==> config.mk <==
export PLATFORM = sky130hd
export DESIGN_NAME = rst_sequencer
export DESIGN_NICKNAME = d
export VERILOG_FILES = /design/src/rtl/rstseq_pkg.sv /design/src/rtl/rstseq_glitch_filter.sv /design/src/rtl/rstseq_pad_timer.sv /design/src/rtl/rstseq_ctrl.sv /design/src/rtl/rst_sequencer.sv
export SDC_FILE = /design/constraint.sdc
export NUM_CORES = 1
export LEC_CHECK = 0
export BUFFER_PORTS_ARGS = -buffer_cell sky130_fd_sc_hd__buf_4
export CAP_MARGIN = 20
export CORE_ASPECT_RATIO = 1.25
export CORE_UTILIZATION = 50
export CTS_BUF_LIST = sky130_fd_sc_hd__clkbuf_8
export DETAILED_ROUTE_END_ITERATION = 10
export PLACE_DENSITY_LB_ADDON = 0.2
export RECOVER_POWER = 25
export SLEW_MARGIN = 10
export SYNTH_ARGS = -nofsm -noshare
export SYNTH_HDL_FRONTEND = slang
export SYNTH_SLANG_ARGS = --single-unit
==> constraint.sdc <==
create_clock -name clk -period 2.6 [get_ports clk]
set_input_delay 0.39 -clock clk [delete_from_list [all_inputs] [get_ports clk]]
set_output_delay 0.39 -clock clk [all_outputs]
set_load 0.05 [all_outputs]
==> src/rtl/rstseq_pkg.sv <==
`timescale 1ns/1ps
package rstseq_pkg;

   typedef enum logic [1:0] {
      SEQ_HOLD  = 2'd0,
      SEQ_WAIT  = 2'd1,
      SEQ_FETCH = 2'd2,
      SEQ_RUN   = 2'd3
   } seq_state_t;

   // bits needed to hold values 0..maxv
   function automatic int unsigned cnt_w(input int unsigned maxv);
      return (maxv < 2) ? 1 : $clog2(maxv + 1);
   endfunction

endpackage

==> src/rtl/rstseq_glitch_filter.sv <==
`timescale 1ns/1ps
module rstseq_glitch_filter
   import rstseq_pkg::*;
#(
   parameter int unsigned SYNC_STAGES = 2,
   parameter int unsigned FILT_LEN    = 4
) (
   input  logic clk,
   input  logic rst_n,
   input  logic pad_in_n,
   input  logic mask,
   output logic ext_hi,
   output logic latch_req
);

   localparam int unsigned CW = cnt_w(FILT_LEN + 1);
   localparam logic [CW-1:0] SAT = CW'(FILT_LEN + 1);
   localparam logic [CW-1:0] LIM = CW'(FILT_LEN);

   logic [SYNC_STAGES-1:0] sync_q;
   logic [CW-1:0]          run_q;

   // synchronizer chain, one flop per stage
   for (genvar i = 0; i < SYNC_STAGES; i++) begin : g_sync
      if (i == 0) begin : g_first
         always_ff @(posedge clk or negedge rst_n) begin
            if (!rst_n) sync_q[i] <= 1'b1;
            else        sync_q[i] <= pad_in_n;
         end
      end else begin : g_next
         always_ff @(posedge clk or negedge rst_n) begin
            if (!rst_n) sync_q[i] <= 1'b1;
            else        sync_q[i] <= sync_q[i-1];
         end
      end
   end

   assign ext_hi = sync_q[SYNC_STAGES-1];

   // counts consecutive low samples; saturates once a reset was taken
   always_ff @(posedge clk or negedge rst_n) begin
      if (!rst_n)          run_q <= '0;
      else if (mask)       run_q <= SAT;
      else if (ext_hi)     run_q <= '0;
      else if (run_q != SAT) run_q <= run_q + 1'b1;
   end

   assign latch_req = !ext_hi && (run_q == LIM) && !mask;

   // a low episode yields one latch request only
   assert_latch_once_R2: assert property (@(posedge clk) disable iff (!rst_n)
      latch_req |=> !latch_req);

endmodule

==> src/rtl/rstseq_pad_timer.sv <==
`timescale 1ns/1ps
module rstseq_pad_timer
   import rstseq_pkg::*;
#(
   parameter int unsigned POR_CYCLES = 1_000_000
) (
   input  logic clk,
   input  logic rst_n,
   input  logic wdt_hit,
   output logic pad_busy,
   output logic pad_ending
);

   localparam int unsigned PW = cnt_w(POR_CYCLES);
   localparam logic [PW-1:0] LOAD = PW'(POR_CYCLES);

   logic [PW-1:0] left_q;

   always_ff @(posedge clk or negedge rst_n) begin
      if (!rst_n)            left_q <= LOAD;
      else if (wdt_hit)      left_q <= LOAD;
      else if (left_q != '0) left_q <= left_q - 1'b1;
   end

   assign pad_busy   = (left_q != '0);
   assign pad_ending = (left_q <= PW'(1));

   // pad drive starts only from a watchdog expiry after power-up
   assert_pad_source_R4: assert property (@(posedge clk) disable iff (!rst_n)
      $rose(pad_busy) |-> $past(wdt_hit));

endmodule

==> src/rtl/rstseq_ctrl.sv <==
`timescale 1ns/1ps
module rstseq_ctrl
   import rstseq_pkg::*;
#(
   parameter int unsigned HOLD_CYCLES = 18,
   parameter int unsigned REL_DELAY   = 6
) (
   input  logic clk,
   input  logic rst_n,
   input  logic full_hit,
   input  logic smr_hit,
   input  logic ext_hi,
   input  logic pad_busy,
   input  logic pad_ending,
   output logic rst_active,
   output logic keep_cfg,
   output logic fetch_go
);

   localparam int unsigned HW = cnt_w(HOLD_CYCLES);
   localparam int unsigned RW = cnt_w(REL_DELAY);
   localparam logic [HW-1:0] HOLD_LAST = HW'(HOLD_CYCLES - 1);
   localparam logic [RW-1:0] REL_LAST  = RW'(REL_DELAY - 1);

   seq_state_t    state_q;
   logic [HW-1:0] hold_q;
   logic [RW-1:0] rel_q;
   logic          keep_q;
   logic          any_hit;
   logic          hold_done;
   logic          may_release;

   assign any_hit     = full_hit | smr_hit;
   assign hold_done   = (hold_q == HOLD_LAST);
   assign may_release = hold_done & ext_hi & pad_ending;

   always_ff @(posedge clk or negedge rst_n) begin
      if (!rst_n) begin
         state_q <= SEQ_HOLD;
         hold_q  <= '0;
         rel_q   <= '0;
         keep_q  <= 1'b0;
      end else if (any_hit) begin
         state_q <= SEQ_HOLD;
         hold_q  <= '0;
         // a full cause always clears; inside a running reset the old flag survives only if set
         keep_q  <= ~full_hit & ((state_q == SEQ_HOLD) ? keep_q : 1'b1);
      end else begin
         unique case (state_q)
            SEQ_HOLD: begin
               if (may_release) begin
                  state_q <= SEQ_WAIT;
                  rel_q   <= '0;
                  keep_q  <= 1'b0;
               end else if (!hold_done) begin
                  hold_q <= hold_q + 1'b1;
               end
            end
            SEQ_WAIT: begin
               if (rel_q == REL_LAST) state_q <= SEQ_FETCH;
               else                   rel_q   <= rel_q + 1'b1;
            end
            SEQ_FETCH: state_q <= SEQ_RUN;
            default: ;
         endcase
      end
   end

   assign rst_active = (state_q == SEQ_HOLD);
   assign fetch_go   = (state_q == SEQ_FETCH);
   assign keep_cfg   = keep_q;

   // reset only ends when the synchronized pad was high
   assert_release_pad_high_R3: assert property (@(posedge clk) disable iff (!rst_n)
      $fell(rst_active) |-> $past(ext_hi));

   // reset never ends while the pad is still pulled low
   assert_release_after_pad_R4: assert property (@(posedge clk) disable iff (!rst_n)
      $fell(rst_active) |-> !pad_busy);

   // the start pulse lasts a single cycle
   assert_fetch_single_R7: assert property (@(posedge clk) disable iff (!rst_n)
      fetch_go |=> !fetch_go);

   // the keep flag only accompanies an active reset
   assert_keep_in_reset_R8: assert property (@(posedge clk) disable iff (!rst_n)
      keep_cfg |-> rst_active);

endmodule

==> src/rtl/rst_sequencer.sv <==
`timescale 1ns/1ps
module rst_sequencer
   import rstseq_pkg::*;
#(
   parameter int unsigned SYNC_STAGES = 2,
   parameter int unsigned FILT_LEN    = 4,
   parameter int unsigned HOLD_CYCLES = 18,
   parameter int unsigned REL_DELAY   = 6,
   parameter int unsigned POR_CYCLES  = 1_000_000,
   parameter int unsigned VEC_W       = 12,
   parameter logic [VEC_W-1:0] RESET_VEC = 'h00C,
   parameter bit          AS_HALF_CLK = 1'b1
) (
   input  logic             clk,
   input  logic             por_n,
   input  logic             ext_rst_n,
   input  logic             wdt_expire,
   input  logic             smr_event,
   output logic             rst_core,
   output logic             pad_pull_lo,
   output logic             ds_n,
   output logic             as_n,
   output logic             fetch_go,
   output logic [VEC_W-1:0] fetch_addr,
   output logic             keep_cfg
);

   // elaboration-time parameter checks
   if (SYNC_STAGES < 2) begin : g_bad_sync
      $error("rst_sequencer: SYNC_STAGES must be at least 2");
   end
   if (FILT_LEN < 1) begin : g_bad_filt
      $error("rst_sequencer: FILT_LEN must be at least 1");
   end
   if (HOLD_CYCLES < 1 || REL_DELAY < 1 || POR_CYCLES < 1) begin : g_bad_time
      $error("rst_sequencer: HOLD_CYCLES, REL_DELAY and POR_CYCLES must be positive");
   end
   if (VEC_W < 4) begin : g_bad_vec
      $error("rst_sequencer: VEC_W too narrow for the reset vector");
   end

   logic ext_hi;
   logic latch_req;
   logic pad_busy;
   logic pad_ending;
   logic full_hit;

   rstseq_glitch_filter #(
      .SYNC_STAGES (SYNC_STAGES),
      .FILT_LEN    (FILT_LEN)
   ) u_filter (
      .clk       (clk),
      .rst_n     (por_n),
      .pad_in_n  (ext_rst_n),
      .mask      (pad_busy),
      .ext_hi    (ext_hi),
      .latch_req (latch_req)
   );

   rstseq_pad_timer #(
      .POR_CYCLES (POR_CYCLES)
   ) u_pad (
      .clk        (clk),
      .rst_n      (por_n),
      .wdt_hit    (wdt_expire),
      .pad_busy   (pad_busy),
      .pad_ending (pad_ending)
   );

   assign full_hit = latch_req | wdt_expire;

   rstseq_ctrl #(
      .HOLD_CYCLES (HOLD_CYCLES),
      .REL_DELAY   (REL_DELAY)
   ) u_ctrl (
      .clk        (clk),
      .rst_n      (por_n),
      .full_hit   (full_hit),
      .smr_hit    (smr_event),
      .ext_hi     (ext_hi),
      .pad_busy   (pad_busy),
      .pad_ending (pad_ending),
      .rst_active (rst_core),
      .keep_cfg   (keep_cfg),
      .fetch_go   (fetch_go)
   );

   assign pad_pull_lo = pad_busy;
   assign ds_n        = ~rst_core;
   assign fetch_addr  = fetch_go ? RESET_VEC : '0;

   // address strobe during reset: clock-following or registered toggle
   if (AS_HALF_CLK) begin : g_as_half
      assign as_n = rst_core ? clk : 1'b1;
   end else begin : g_as_tog
      logic tog_q;
      always_ff @(posedge clk or negedge por_n) begin
         if (!por_n) tog_q <= 1'b0;
         else        tog_q <= rst_core ? ~tog_q : 1'b0;
      end
      assign as_n = rst_core ? tog_q : 1'b1;
   end

endmodule

* Word level (Yosys, flattened, before mapping)
Index checks and enable logic that the tools add are counted.
Cells by class: add/sub/neg operators 4, magnitude comparators 1, equality and inequality tests 12, multiplexer cells 22, bitwise gates (word level) 8, reduce and logical (&&, ||, !) cells 16
Operators by type and width (count):
- 20-bit 2-to-1 mux | 2
- 20-bit by 1-bit <= comparator with 1-bit output (second input constant) | 1
- 5-bit 2-to-1 mux | 4
- 20-bit nonzero test | 1
- 20-bit by 1-bit subtractor with 20-bit output (second input constant) | 1
- 3-bit 2-to-1 mux | 5
- 2-bit nonzero test | 4
- 3-bit by 1-bit adder with 3-bit output (second input constant) | 2
- 3-bit equality test (second input constant) | 2
- 2-bit 2-to-1 mux | 3
- 2-bit by 1-bit inequality test with 1-bit output (second input constant) | 3
- 3-bit by 1-bit inequality test with 1-bit output (second input constant) | 2
- 2-bit case mux with 3 select lines | 1
- 3-bit case mux with 2 select lines | 1
- 3-bit AND reduction | 2
- 5-bit by 1-bit adder with 5-bit output (second input constant) | 1
- 5-bit equality test (second input constant) | 1
- 1-bit 2-to-1 mux | 5
- 4-bit 2-to-1 mux | 1
- 4-bit AND reduction | 1
- 4-bit nonzero test | 1
- 1-bit bitwise AND | 3
- 3-bit inequality test (second input constant) | 1
- 1-bit inverter | 3
- 9 further kinds | 12
Storage, ports and cells: bits in registers 36, logic and storage cells 71

* Longest topological paths before layout
depth in word-level cells 7, depth in mapped cells 8, depth with buffers taken out 7

* Cells and area by module
A second synthesis with hierarchy kept.
Second synthesis, totals: cell total of the unflattened synthesis 240, area total of the unflattened synthesis 2311.0 µm²
By module, submodules not included:
- rstseq_pad_timer | times used 1, cells an instance 132, area an instance 1226.2 µm², seq. area each 509.2 µm²
- rstseq_ctrl | times used 1, cells an instance 70, area an instance 713.2 µm², seq. area each 275.3 µm²
- rstseq_glitch_filter | times used 1, cells an instance 22, area an instance 261.5 µm², seq. area each 127.6 µm²
- rst_sequencer | times used 1, cells an instance 16, area an instance 110.1 µm², seq. area each 0.0 µm²

==> impl_metrics.json <==
{
  "maxSlewViolCount": 0,
  "layout-drive-gt1-share_pct": 17.3,
  "hold_viol": 0,
  "yosysSeqAreaShare_pct": 41.0,
  "clk_pin_slew_ns": 0.07,
  "num_vias": 1627,
  "dpl.cell_count": 293,
  "arrival_ns": 2.05,
  "clock_latency_ns": 0.39,
  "hold_path_class": "in2reg",
  "syn_to_final_growth_pct": 11.8,
  "post-route-drc-count": 0,
  "antenna_found_initial": 0,
  "fin_crit_ns": 2.44,
  "setup_violations": 0,
  "start_util_pct": 53.4,
  "diodes": 0,
  "synth_edf_count": 0,
  "grt_pass1_wl_mm": 6.72,
  "via_per_inst": 5.33,
  "design.portCount": 23,
  "row_count": 26,
  "p_leak_nw": 1.05,
  "synthArstFlopShare_pct": 100,
  "p_per_area_mw_per_mm2": 568,
  "ir_drop_mv": 0.356,
  "required_ns": 2.21,
  "fin_util_pct": 59.7,
  "power.net_switching_uw": 427,
  "grt_pass1_vias": 1528,
  "power_frac_seq_pct": 44.2,
  "grt.busiest_layer": "met2",
  "die-area_mm2": 0.00472,
  "worst-setup-path-type": "reg2out",
  "detail-route-antenna-nets": 0,
  "hpwl_mm": 2.86,
  "avgRoutedWirePerCell_um": 13.2,
  "use_met3_pct": 7.30,
  "place.gp.congestion": 0.871,
  "grtUsageTotal_pct": 19.9,
  "final_cell_mix": "27 x dfrtp_1, 24 x nor2_1, 14 x inv_1, 14 x nand2_1, 14 x buf_4",
  "rsz0062_at_grt": "no",
  "fin_skew_ns": 0.00317,
  "finalSetupTns_ns": 0,
  "drtPass1Iterations": 4,
  "pwr-share-comb_pct": 12.5,
  "use_met2_pct": 29.5,
  "fin_crit_sh_pct": 93.7,
  "grt_max_degree": 37,
  "drtIter0Drc": 81,
  "ys.warnings.count": 0,
  "use_met1_pct": 24.0,
  "netlist_instances": 229,
  "final_nets": 266,
  "fmax_mhz": 410,
  "yosys.cell_types.count": 45,
  "final_cells": 305,
  "internal_power_uw": 986,
  "synth_area_mm2": 0.00222,
  "slew_headroom_pct": 40.4,
  "cp-end-kind": "output port",
  "post_cts_buffers": 0,
  "tritoncts": "yes",
  "syn_area_per_cell_um2": 9.71,
  "tightest_slew_ns": 0.894,
  "gr-total-overflow": 0,
  "yosys_register_bits": 36,
  "crit_fanout": 7,
  "fp.dieH_um": 76.6,
  "io_buffer_count": 12,
  "die_w_um": 61.7,
  "run_status": "finished, final reports clean",
  "fp.coreArea_mm2": 0.00416,
  "start_kind": "flop",
  "final_common_cell": "dfrtp_1",
  "ys.flop_type": "dfrtp_1",
  "wirelength_mm": 4.04,
  "maxCapViolCount": 0,
  "power.share.switching_pct": 30.2,
  "power_frac_clock_pct": 43.3
}
final timing paths:
check,startpoint,endpoint,slack (ns),cells after the start
setup reg to reg,u_pad.left_q[16],u_ctrl.rel_q[0],0.43,5
setup / recovery,u_pad.left_q[4],pad_pull_lo,0.16,5
hold reg to reg,u_filter.sync_q[0],u_filter.ext_hi,0.36,0
max in group asynchronous,por_n,u_ctrl.rel_q[1],1.38,2
hold / removal,ext_rst_n,u_filter.sync_q[0],0.10,1
min in group asynchronous,por_n,u_ctrl.hold_q[3],0.65,2
per-layer routing:
metal	vias to the layer above	part of all wire, %
met3	6	4.0
met1	765	46
li1	821	-
met4	0	2.2
met5	-	0
met2	35	48
power by group through the flow:
stage / registers (mW) / logic (mW) / clock network (mW)
detailed placement: 0.634 / 0.177 / 0.0938
global route: 0.629 / 0.196 / 0.656
finish: 0.625 / 0.176 / 0.612
global placement: 0.634 / 0.175 / 0.0938
floorplan: 0.628 / 0.147 / 0.0702
CTS: 0.625 / 0.179 / 0.628
metrics by stage:
stage / setup slack [ns] / hold WS (ns) / total power [mW] / cell area, um2
floorplan: 0.163 / 0.0944 / 0.846 / 2260
global placement: 0.484 / 0.346 / 0.903 / 2340
detailed placement: 0.462 / 0.347 / 0.905 / 2340
CTS: 0.0884 / 0.0942 / 1.43 / 2480
global route: 0.00960 / 0.0920 / 1.48 / 2490
finish: 0.163 / 0.101 / 1.41 / 2490
Yosys cell counts, types with 5 or more instances:
cell | number | area, um2
nor2_1 | 24 | 90.1
o211ai_1 | 6 | 45.0
a21oi_1 | 7 | 35.0
inv_1 | 12 | 45.0
dfrtp_1 | 27 | 676
o21ai_0 | 8 | 40.0
ha_1 | 13 | 163
xnor2_1 | 10 | 87.6
buf_4 | 12 | 90.1
or3_1 | 5 | 31.3
dfstp_2 | 9 | 236
xor2_1 | 10 | 87.6
nand2_1 | 14 | 52.6
nand4_1 | 6 | 37.5
critical path, stage by stage (launching register included):
cell	delay [ns]
dfrtp_1	0.44
nor4_4	0.42
nand4_1	0.27
nor2_1	0.25
inv_2	0.08
buf_4	0.19
state kept, by name, indices dropped and copies added, names as in the netlist:
register,flops
u_ctrl.hold_q,5
u_ctrl.keep_cfg,1
u_ctrl.rel_q,3
u_ctrl.state_q,2
u_filter.ext_hi,1
u_filter.run_q,3
u_filter.sync_q,1
u_pad.left_q,20
kinds of logic after synthesis:
group | after synthesis | share of synthesized area, %
flip-flops | 36 | 41.0
multiplexers | 3 | 1.57
adder cells (fa/ha/maj) | 13 | 7.31
buffers and inverters | 31 | 7.31
AO/OA/AOI/OAI | 38 | 11.9
AND/OR/NAND/NOR | 87 | 22.8
other | 1 | 0.169
XOR/XNOR | 20 | 7.87
what timing repair did:
action | CTS | global route
gates resized for setup | 0 | 1
hold buffers | 1 | 0
hold endpoints to repair | 27 | 0
setup endpoints to repair | 0 | 1
layout make-up:
class / count / area, um2
clock buffers: 10 / 131
fillers: 391 / 1680
inverters: 14 / 52.6
clock inverters: 2 / 7.51
repair buffers: 16 / 120
flip-flops and latches: 36 / 912
multi-input cells: 171 / 1190
well taps: 56 / 70.1
(Power assumes the default switching activity.)
